--- config.mk ---
export PLATFORM = sky130hd
export DESIGN_NAME = mcw_core
export DESIGN_NICKNAME = d
export VERILOG_FILES = /design/src/rtl/mcw_pkg.sv /design/src/rtl/mcw_sync.sv /design/src/rtl/mcw_match_ctr.sv /design/src/rtl/mcw_toggle_ctr.sv /design/src/rtl/mcw_action.sv /design/src/rtl/mcw_core.sv
export SDC_FILE = /design/constraint.sdc
export NUM_CORES = 1
export LEC_CHECK = 0
export ABC_AREA = 1
export BUFFER_PORTS_ARGS = -buffer_cell sky130_fd_sc_hd__clkbuf_2
export CELL_PAD_IN_SITES_DETAIL_PLACEMENT = 0
export CELL_PAD_IN_SITES_GLOBAL_PLACEMENT = 2
export CORE_MARGIN = 2
export CORE_UTILIZATION = 31
export DETAILED_ROUTE_END_ITERATION = 8
export MAX_ROUTING_LAYER = met4
export PLACE_DENSITY = 0.9
export SLEW_MARGIN = 20
export SYNTH_ARGS = -nofsm -noshare
export SYNTH_HDL_FRONTEND = slang
export SYNTH_HIERARCHICAL = 1
export SYNTH_SLANG_ARGS = --single-unit
--- constraint.sdc ---
create_clock -name clk -period 9.6 [get_ports clk]
set_clock_uncertainty 0.2 [all_clocks]
set_input_delay 0.96 -clock clk [delete_from_list [all_inputs] [get_ports clk]]
set_output_delay 0.96 -clock clk [all_outputs]
set_load 0.005 [all_outputs]
--- src/rtl/mcw_pkg.sv ---
`timescale 1ns/1ps
package mcw_pkg;

    localparam int SHORT_W   = 16;
    localparam int LONG_W    = 32;
    localparam int N_SHORT   = 2;
    localparam int N_CTR     = N_SHORT + 1;
    localparam int STRIKES   = 3;

    typedef enum logic [1:0] {
        ACT_NONE    = 2'd0,
        ACT_IRQ     = 2'd1,
        ACT_RST     = 2'd2,
        ACT_IRQ_RST = 2'd3
    } act_mode_e;

    typedef struct packed {
        logic hit;    // match or toggle event of this counter
        logic carry;  // event handed to the counter above
    } ctr_evt_t;

    function automatic logic raises_irq(input act_mode_e m);
        return (m == ACT_IRQ) || (m == ACT_IRQ_RST);
    endfunction

endpackage

--- src/rtl/mcw_sync.sv ---
`timescale 1ns/1ps
module mcw_sync #(
    parameter int N = 3
) (
    input  logic         clk,
    input  logic         rst,
    input  logic [N-1:0] en_async,
    input  logic [N-1:0] clr_req,
    output logic [N-1:0] en_run,
    output logic [N-1:0] clr_now
);
    logic [N-1:0] en_meta;

    always_ff @(posedge clk) begin
        if (rst) begin
            en_meta <= '0;
            en_run  <= '0;
            clr_now <= '0;
        end else begin
            en_meta <= en_async;
            en_run  <= en_meta;
            clr_now <= clr_req;
        end
    end
endmodule

--- src/rtl/mcw_match_ctr.sv ---
`timescale 1ns/1ps
module mcw_match_ctr
    import mcw_pkg::*;
#(
    parameter int W = SHORT_W
) (
    input  logic         clk,
    input  logic         rst,
    input  logic         run,
    input  logic         tick,
    input  logic         clr,
    input  logic         clr_on_match,
    input  logic [W-1:0] match,
    output logic [W-1:0] cnt,
    output ctr_evt_t     evt
);
    logic adv, hit, wrap;

    assign adv  = run && tick && !clr;
    assign hit  = adv && (cnt == match);
    assign wrap = adv && (&cnt);

    always_comb begin
        evt.hit   = hit;
        evt.carry = clr_on_match ? hit : wrap;
    end

    always_ff @(posedge clk) begin
        if (rst || clr)
            cnt <= '0;
        else if (hit && clr_on_match)
            cnt <= '0;
        else if (adv)
            cnt <= cnt + 1'b1;
    end
endmodule

--- src/rtl/mcw_toggle_ctr.sv ---
`timescale 1ns/1ps
module mcw_toggle_ctr
    import mcw_pkg::*;
#(
    parameter int W  = LONG_W,
    localparam int SW = $clog2(W)
) (
    input  logic          clk,
    input  logic          rst,
    input  logic          run,
    input  logic          tick,
    input  logic          clr,
    input  logic [SW-1:0] sel,
    output logic [W-1:0]  cnt,
    output logic          hit
);
    logic          adv;
    logic [W-1:0]  low_mask;

    assign adv      = run && tick && !clr;
    assign low_mask = (W'(1) << sel) - W'(1);
    assign hit      = adv && ((cnt & low_mask) == low_mask);

    always_ff @(posedge clk) begin
        if (rst || clr)
            cnt <= '0;
        else if (adv)
            cnt <= cnt + 1'b1;
    end
endmodule

--- src/rtl/mcw_action.sv ---
`timescale 1ns/1ps
module mcw_action
    import mcw_pkg::*;
#(
    parameter int  LIMIT = STRIKES,
    localparam int CW    = $clog2(LIMIT + 1)
) (
    input  logic      clk,
    input  logic      rst,
    input  logic      hit,
    input  act_mode_e mode,
    input  logic      pend,
    output logic      irq,
    output logic      wdt
);
    logic [CW-1:0] strikes;
    logic          last_strike;

    assign last_strike = (mode == ACT_IRQ_RST) && pend && (strikes == CW'(LIMIT - 1));

    always_ff @(posedge clk) begin
        if (rst) begin
            irq     <= 1'b0;
            wdt     <= 1'b0;
            strikes <= '0;
        end else begin
            irq <= hit && raises_irq(mode);
            wdt <= hit && ((mode == ACT_RST) || last_strike);
            if (!pend || (mode != ACT_IRQ_RST))
                strikes <= '0;
            else if (hit)
                strikes <= last_strike ? '0 : strikes + 1'b1;
        end
    end
endmodule

--- src/rtl/mcw_core.sv ---
`timescale 1ns/1ps
module mcw_core
    import mcw_pkg::*;
#(
    parameter int  SW  = SHORT_W,
    parameter int  LW  = LONG_W,
    localparam int TBW = $clog2(LW)
) (
    input  logic           clk,
    input  logic           rst,
    input  logic [2:0]     en_i,
    input  logic [2:0]     clr_i,
    input  logic [SW-1:0]  match0_i,
    input  logic [SW-1:0]  match1_i,
    input  logic [1:0]     clr_on_match_i,
    input  logic [1:0]     casc_i,
    input  logic [1:0]     mode0_i,
    input  logic [1:0]     mode1_i,
    input  logic           mode2_i,
    input  logic [TBW-1:0] tbit_i,
    input  logic [2:0]     pend_i,
    output logic [SW-1:0]  cnt0_o,
    output logic [SW-1:0]  cnt1_o,
    output logic [LW-1:0]  cnt2_o,
    output logic [2:0]     irq_o,
    output logic           wdt_rst_o,
    output logic [2:0]     en_stat_o
);
    logic [N_CTR-1:0] run, clr_now, tick, hit, wdt_each;
    ctr_evt_t         sevt [N_SHORT];
    logic [SW-1:0]    scnt [N_SHORT];
    logic [SW-1:0]    smatch [N_SHORT];
    act_mode_e        mode [N_CTR];

    mcw_sync #(.N(N_CTR)) u_sync (
        .clk     (clk),
        .rst     (rst),
        .en_async(en_i),
        .clr_req (clr_i),
        .en_run  (run),
        .clr_now (clr_now)
    );

    assign smatch[0] = match0_i;
    assign smatch[1] = match1_i;
    assign mode[0]   = act_mode_e'(mode0_i);
    assign mode[1]   = act_mode_e'(mode1_i);
    assign mode[2]   = act_mode_e'({1'b0, mode2_i});

    // Counter 0 always takes the base clock; higher ones may take a carry.
    assign tick[0] = 1'b1;

    for (genvar i = 0; i < N_SHORT; i++) begin : g_short
        assign tick[i+1] = casc_i[i] ? sevt[i].carry : 1'b1;

        mcw_match_ctr #(.W(SW)) u_ctr (
            .clk         (clk),
            .rst         (rst),
            .run         (run[i]),
            .tick        (tick[i]),
            .clr         (clr_now[i]),
            .clr_on_match(clr_on_match_i[i]),
            .match       (smatch[i]),
            .cnt         (scnt[i]),
            .evt         (sevt[i])
        );
        assign hit[i] = sevt[i].hit;
    end

    mcw_toggle_ctr #(.W(LW)) u_long (
        .clk (clk),
        .rst (rst),
        .run (run[N_SHORT]),
        .tick(tick[N_SHORT]),
        .clr (clr_now[N_SHORT]),
        .sel (tbit_i),
        .cnt (cnt2_o),
        .hit (hit[N_SHORT])
    );

    for (genvar i = 0; i < N_CTR; i++) begin : g_act
        mcw_action #(.LIMIT(STRIKES)) u_act (
            .clk (clk),
            .rst (rst),
            .hit (hit[i]),
            .mode(mode[i]),
            .pend(pend_i[i]),
            .irq (irq_o[i]),
            .wdt (wdt_each[i])
        );
    end

    assign cnt0_o    = scnt[0];
    assign cnt1_o    = scnt[1];
    assign wdt_rst_o = |wdt_each;
    assign en_stat_o = run;
endmodule

==> results.txt <==
----------------------------------------------------
[Status]
  Result of the run ... finished, final reports clean

[CTS]
  CTS tree ... built
  Skew-Pair Late Insertion Delay ... 340 ps
  CTS clock-pin slew for the worst setup and hold paths ... 70 ps
  Hold-fix buffers, CTS ... 0
  Total clock sinks ... 85
  CTS-repair resized insts ... 0
  Clock root cell ... sky130_fd_sc_hd__clkbuf_16
  Post-CTS setup buffer count ... 0
  Maximum count of clock buffers along a single path ... 2
  Total CTS buffers ... 9
  H-tree depth ... 3

[Critical path]
  Arrival time worst endpoint ... 4750 ps
  Slowest-stage cell, CP ... sky130_fd_sc_hd__dfxtp_1
  Worst setup path startpoint ... g_short[0].u_ctr/cnt[0]$_SDFFE_PP0P_
  Class of the most critical setup path ... reg -> reg
  Register-to-register path setup slack ... 4930 ps
  FF-to-FF path depth ... 31
  Critical path required time ... 9680 ps
  Critical register-to-register path startpoint ... g_short[0].u_ctr/cnt[0]$_SDFFE_PP0P_
  Nature of the critical path endpoint ... flip-flop
  Capturing element of the worst setup path ... g_act[2].u_act/irq$_SDFF_PP0_
  Worst r2r dst ... g_act[2].u_act/irq$_SDFF_PP0_
  Worst Setup Start Kind ... flip-flop
  Biggest cell delay along the critical path ... 450 ps
  Most common cell on crit path ... sky130_fd_sc_hd__nor2_1
  Critical Path Fanout Max ... 6

[STA]
  Achievable frequency ... 213.9 MHz
  RSZ-0062 raised after global routing ... no
  Tightest Pin Transition ... 593.5 ps
  Setup TNS after final layout ... 0 ps
  Pins over their slew limit ... 0
  Count of endpoints failing setup in the final report ... 0
  Final Hold Viols ... 0
  Final Critical Period ... 4675 ps
  Final Cycle Share ... 48.70%
  Relative slew slack ... 60.39%
  Final setup slack of the worst path ... 4925 ps

[Place]
  Number of port buffers ... 127
  Number of placed cells counting well taps ... 1,306
  Setup WS pre-CTS ... 4635 ps
  Cell area reported after detailed placement ... 0.006661 mm²
  Half-perimeter wire length after placement ... 13,770 µm
  GPL Wtd Cong ... 0.8453

[Route]
  Average wire length per cell after detail routing ... 12.79 µm
  Via density ... 4.536
  Wire length after detailed routing ... 16,910 µm
  Remaining DRCs ... 0
  Number of vias in the routed layout ... 5,996
  Number of design-rule violations left by the first detailed-router iteration ... 266
  DRT antenna net count ... 0
  First-pass iteration count of the detailed router ... 5

[Floorplanning]
  Vertical die dimension ... 141.2 µm
  Top Ports ... 128
  Standard-cell row count ... 50
  Die area ... 0.01994 mm²
  Total core area ... 0.01858 mm²
  Initial standard-cell utilization of the core ... 31.41%
  Width of the chip ... 141.2 µm

[Min path]
  Class of the tightest hold or removal check ... reg -> reg
  Number of cells on the worst hold path ... 2

[GRT]
  Maximum number of pins on one net before global-route repair ... 21
  Total congestion overflow ... 0
  Via count of the first global-routing pass ... 5,627
  Total global routing track utilization ... 17.74%
  Initial antenna violation count ... 0
  Global-route wire length before repair ... 27,720 µm

[Synth]
  Synthesized instance count ... 957
  Main synth FF type ... sky130_fd_sc_hd__dfxtp_1
  Post-Syn Area per Cell ... 6.099 µm²
  Fraction of registers with async set or reset after synthesis ... 0%
  Number of synthesized flops with an enable pin ... 0
  Post-synthesis cell area ... 0.005837 mm²
  Sequential-to-total area share from yosys stat ... 29.15%
  Yosys cell types ... 38
  Flip-flop and latch count after synthesis ... 85
  Synthesis warning total ... 6

[Power and ir drop]
  Worst ir drop on vdd ... 0.08601 mV
  Power density cells ... 115.3 mW/mm²
  Static leakage ... 3.385 nW

[Finish]
  Diode count ... 0
  Multi-input combinational cell area ... 0.003405 mm²
  Filler Cells Inserted ... 2,099
  Post-route cell area ... 0.006960 mm²
  Area delta synth->final ... 19.25%
  Count of placed standard cells in the final layout, fillers left out ... 1,322
  Fraction of final layout cells with drive strength greater than 1 ... 18.01%
  Area occupied by registers ... 0.001702 mm²
  Total Nets Final ... 1,144

[Run]
  Max cap viols ... 0

----------------------------------------------------
worst max-delay path: cells and delay by family (launching register included):
| family | cells | cell delay, ps |
|---|---|---|
| adder cells (fa/ha/maj) | 1 | 210 |
| buffers and inverters | 3 | 360 |
| flip-flops | 1 | 450 |
| AO/OA/AOI/OAI | 2 | 460 |
| AND/OR/NAND/NOR | 25 | 2910 |
metal layers:
metal  wire (µm)  vias up  track usage [%]
met3         966       14            3.804
li1            -     3210                -
met1        7805     2631            22.63
met4         185        0            4.000
met5           0        -                -
met2        7954      141            28.90
cell usage after synthesis, types with 5 or more instances:
cell type	number	area [µm²]
sky130_fd_sc_hd__dfxtp_1	85	1702
sky130_fd_sc_hd__nor3_1	20	100.1
sky130_fd_sc_hd__nand2_1	226	848.3
sky130_fd_sc_hd__buf_6	6	67.56
sky130_fd_sc_hd__o21ai_0	25	125.1
sky130_fd_sc_hd__nand3_1	72	360.4
sky130_fd_sc_hd__nor2_4	6	67.56
sky130_fd_sc_hd__xor2_1	30	262.8
sky130_fd_sc_hd__inv_1	160	600.6
sky130_fd_sc_hd__nand3_2	6	60.06
sky130_fd_sc_hd__inv_2	5	18.77
sky130_fd_sc_hd__xnor2_1	9	78.83
sky130_fd_sc_hd__a21oi_1	23	115.1
sky130_fd_sc_hd__nor2_2	15	93.84
sky130_fd_sc_hd__nor2_1	187	701.9
sky130_fd_sc_hd__nand4_1	21	131.4
sky130_fd_sc_hd__nand2_2	9	56.30
registers in the layout, summed over array words and instances (netlist names):
register / flops
g_short.u_ctr/cnt: 32
u_long/cnt: 32
g_act.u_act/strikes: 6
g_act.u_act/irq: 3
g_act.u_act/wdt: 3
u_sync/clr_now: 3
u_sync/en_meta: 3
u_sync/en_run: 3
per-stage QoR:
stage / hold slack (ps) / util [%] / total power, mW
CTS: 202.9 / 37.46 / 0.8155
detailed placement: 194.9 / 35.85 / 0.4568
floorplan: 188.3 / - / 0.4268
finish: 201.1 / 37.46 / 0.8029
global placement: 191.2 / 35.85 / 0.4572
global route: 226.8 / 37.46 / 0.8439
cells by family after synthesis:
group	Yosys count	share of synthesized area (%)
flops	85	29.15
xor+xnor	39	5.852
other cells	2	0.1287
fa+ha+maj	4	0.8575
compound gates	61	5.659
simple gates	586	45.70
buf+inv	180	12.65
layout by cell type, fill, tap and decap left out, types with 2 or more instances in the layout:
| master | instances |
|---|---|
| sky130_fd_sc_hd__nand2_1 | 226 |
| sky130_fd_sc_hd__nor2_1 | 187 |
| sky130_fd_sc_hd__inv_1 | 160 |
| sky130_fd_sc_hd__clkbuf_2 | 127 |
| sky130_fd_sc_hd__dfxtp_1 | 85 |
| sky130_fd_sc_hd__nand3_1 | 72 |
| sky130_fd_sc_hd__xor2_1 | 30 |
| sky130_fd_sc_hd__o21ai_0 | 25 |
| sky130_fd_sc_hd__a21oi_1 | 23 |
| sky130_fd_sc_hd__nand4_1 | 21 |
| sky130_fd_sc_hd__nor3_1 | 20 |
| sky130_fd_sc_hd__nor2_2 | 15 |
| sky130_fd_sc_hd__clkbuf_16 | 9 |
| sky130_fd_sc_hd__xnor2_1 | 9 |
| sky130_fd_sc_hd__nand2_2 | 9 |
| sky130_fd_sc_hd__nor2_4 | 6 |
| sky130_fd_sc_hd__nand3_2 | 6 |
| sky130_fd_sc_hd__inv_2 | 5 |
| sky130_fd_sc_hd__o21a_1 | 4 |
| sky130_fd_sc_hd__conb_1 | 4 |
| sky130_fd_sc_hd__nor3_4 | 4 |
| sky130_fd_sc_hd__and2_1 | 4 |
| sky130_fd_sc_hd__ha_1 | 4 |
| sky130_fd_sc_hd__nor4_1 | 4 |
| sky130_fd_sc_hd__o21ai_1 | 3 |
| sky130_fd_sc_hd__nand3b_1 | 3 |
| sky130_fd_sc_hd__o21bai_1 | 3 |
| sky130_fd_sc_hd__inv_6 | 2 |
| sky130_fd_sc_hd__clkinv_2 | 2 |
| sky130_fd_sc_hd__nand3b_4 | 2 |
| sky130_fd_sc_hd__and3_1 | 2 |
| sky130_fd_sc_hd__nand4_2 | 2 |
| sky130_fd_sc_hd__nand2_4 | 2 |
how the worst min path moves through the flow:
stage	start	slack, ps	to
global placement	u_sync/en_meta[2]$_SDFF_PP0_	190	u_sync/en_run[2]$_SDFF_PP0_
CTS	u_sync/en_meta[0]$_SDFF_PP0_	200	u_sync/en_run[0]$_SDFF_PP0_
detailed placement	u_sync/en_meta[1]$_SDFF_PP0_	190	u_sync/en_run[1]$_SDFF_PP0_
floorplan	u_sync/en_meta[0]$_SDFF_PP0_	190	u_sync/en_run[0]$_SDFF_PP0_
global route	u_sync/en_meta[2]$_SDFF_PP0_	230	u_sync/en_run[2]$_SDFF_PP0_
finish	u_sync/en_meta[2]$_SDFF_PP0_	200	u_sync/en_run[2]$_SDFF_PP0_
report_power, final:
part	internal, mW	switching [mW]
logic	0.0333	0.0590
registers	0.355	0.00155
clock network	0.203	0.151
total	0.591	0.212
area by class of cell:
type                       count  share of cell area [%]
clock inverter                 7                   1.061
timing repair buffer         128                   9.240
tap                          234                   4.206
sequential                    85                   24.45
inverter                     165                   8.898
multi-input combinational    694                   48.91
clock buffer                   9                   3.236
No activity file was read; power rests on OpenSTA's default activity.
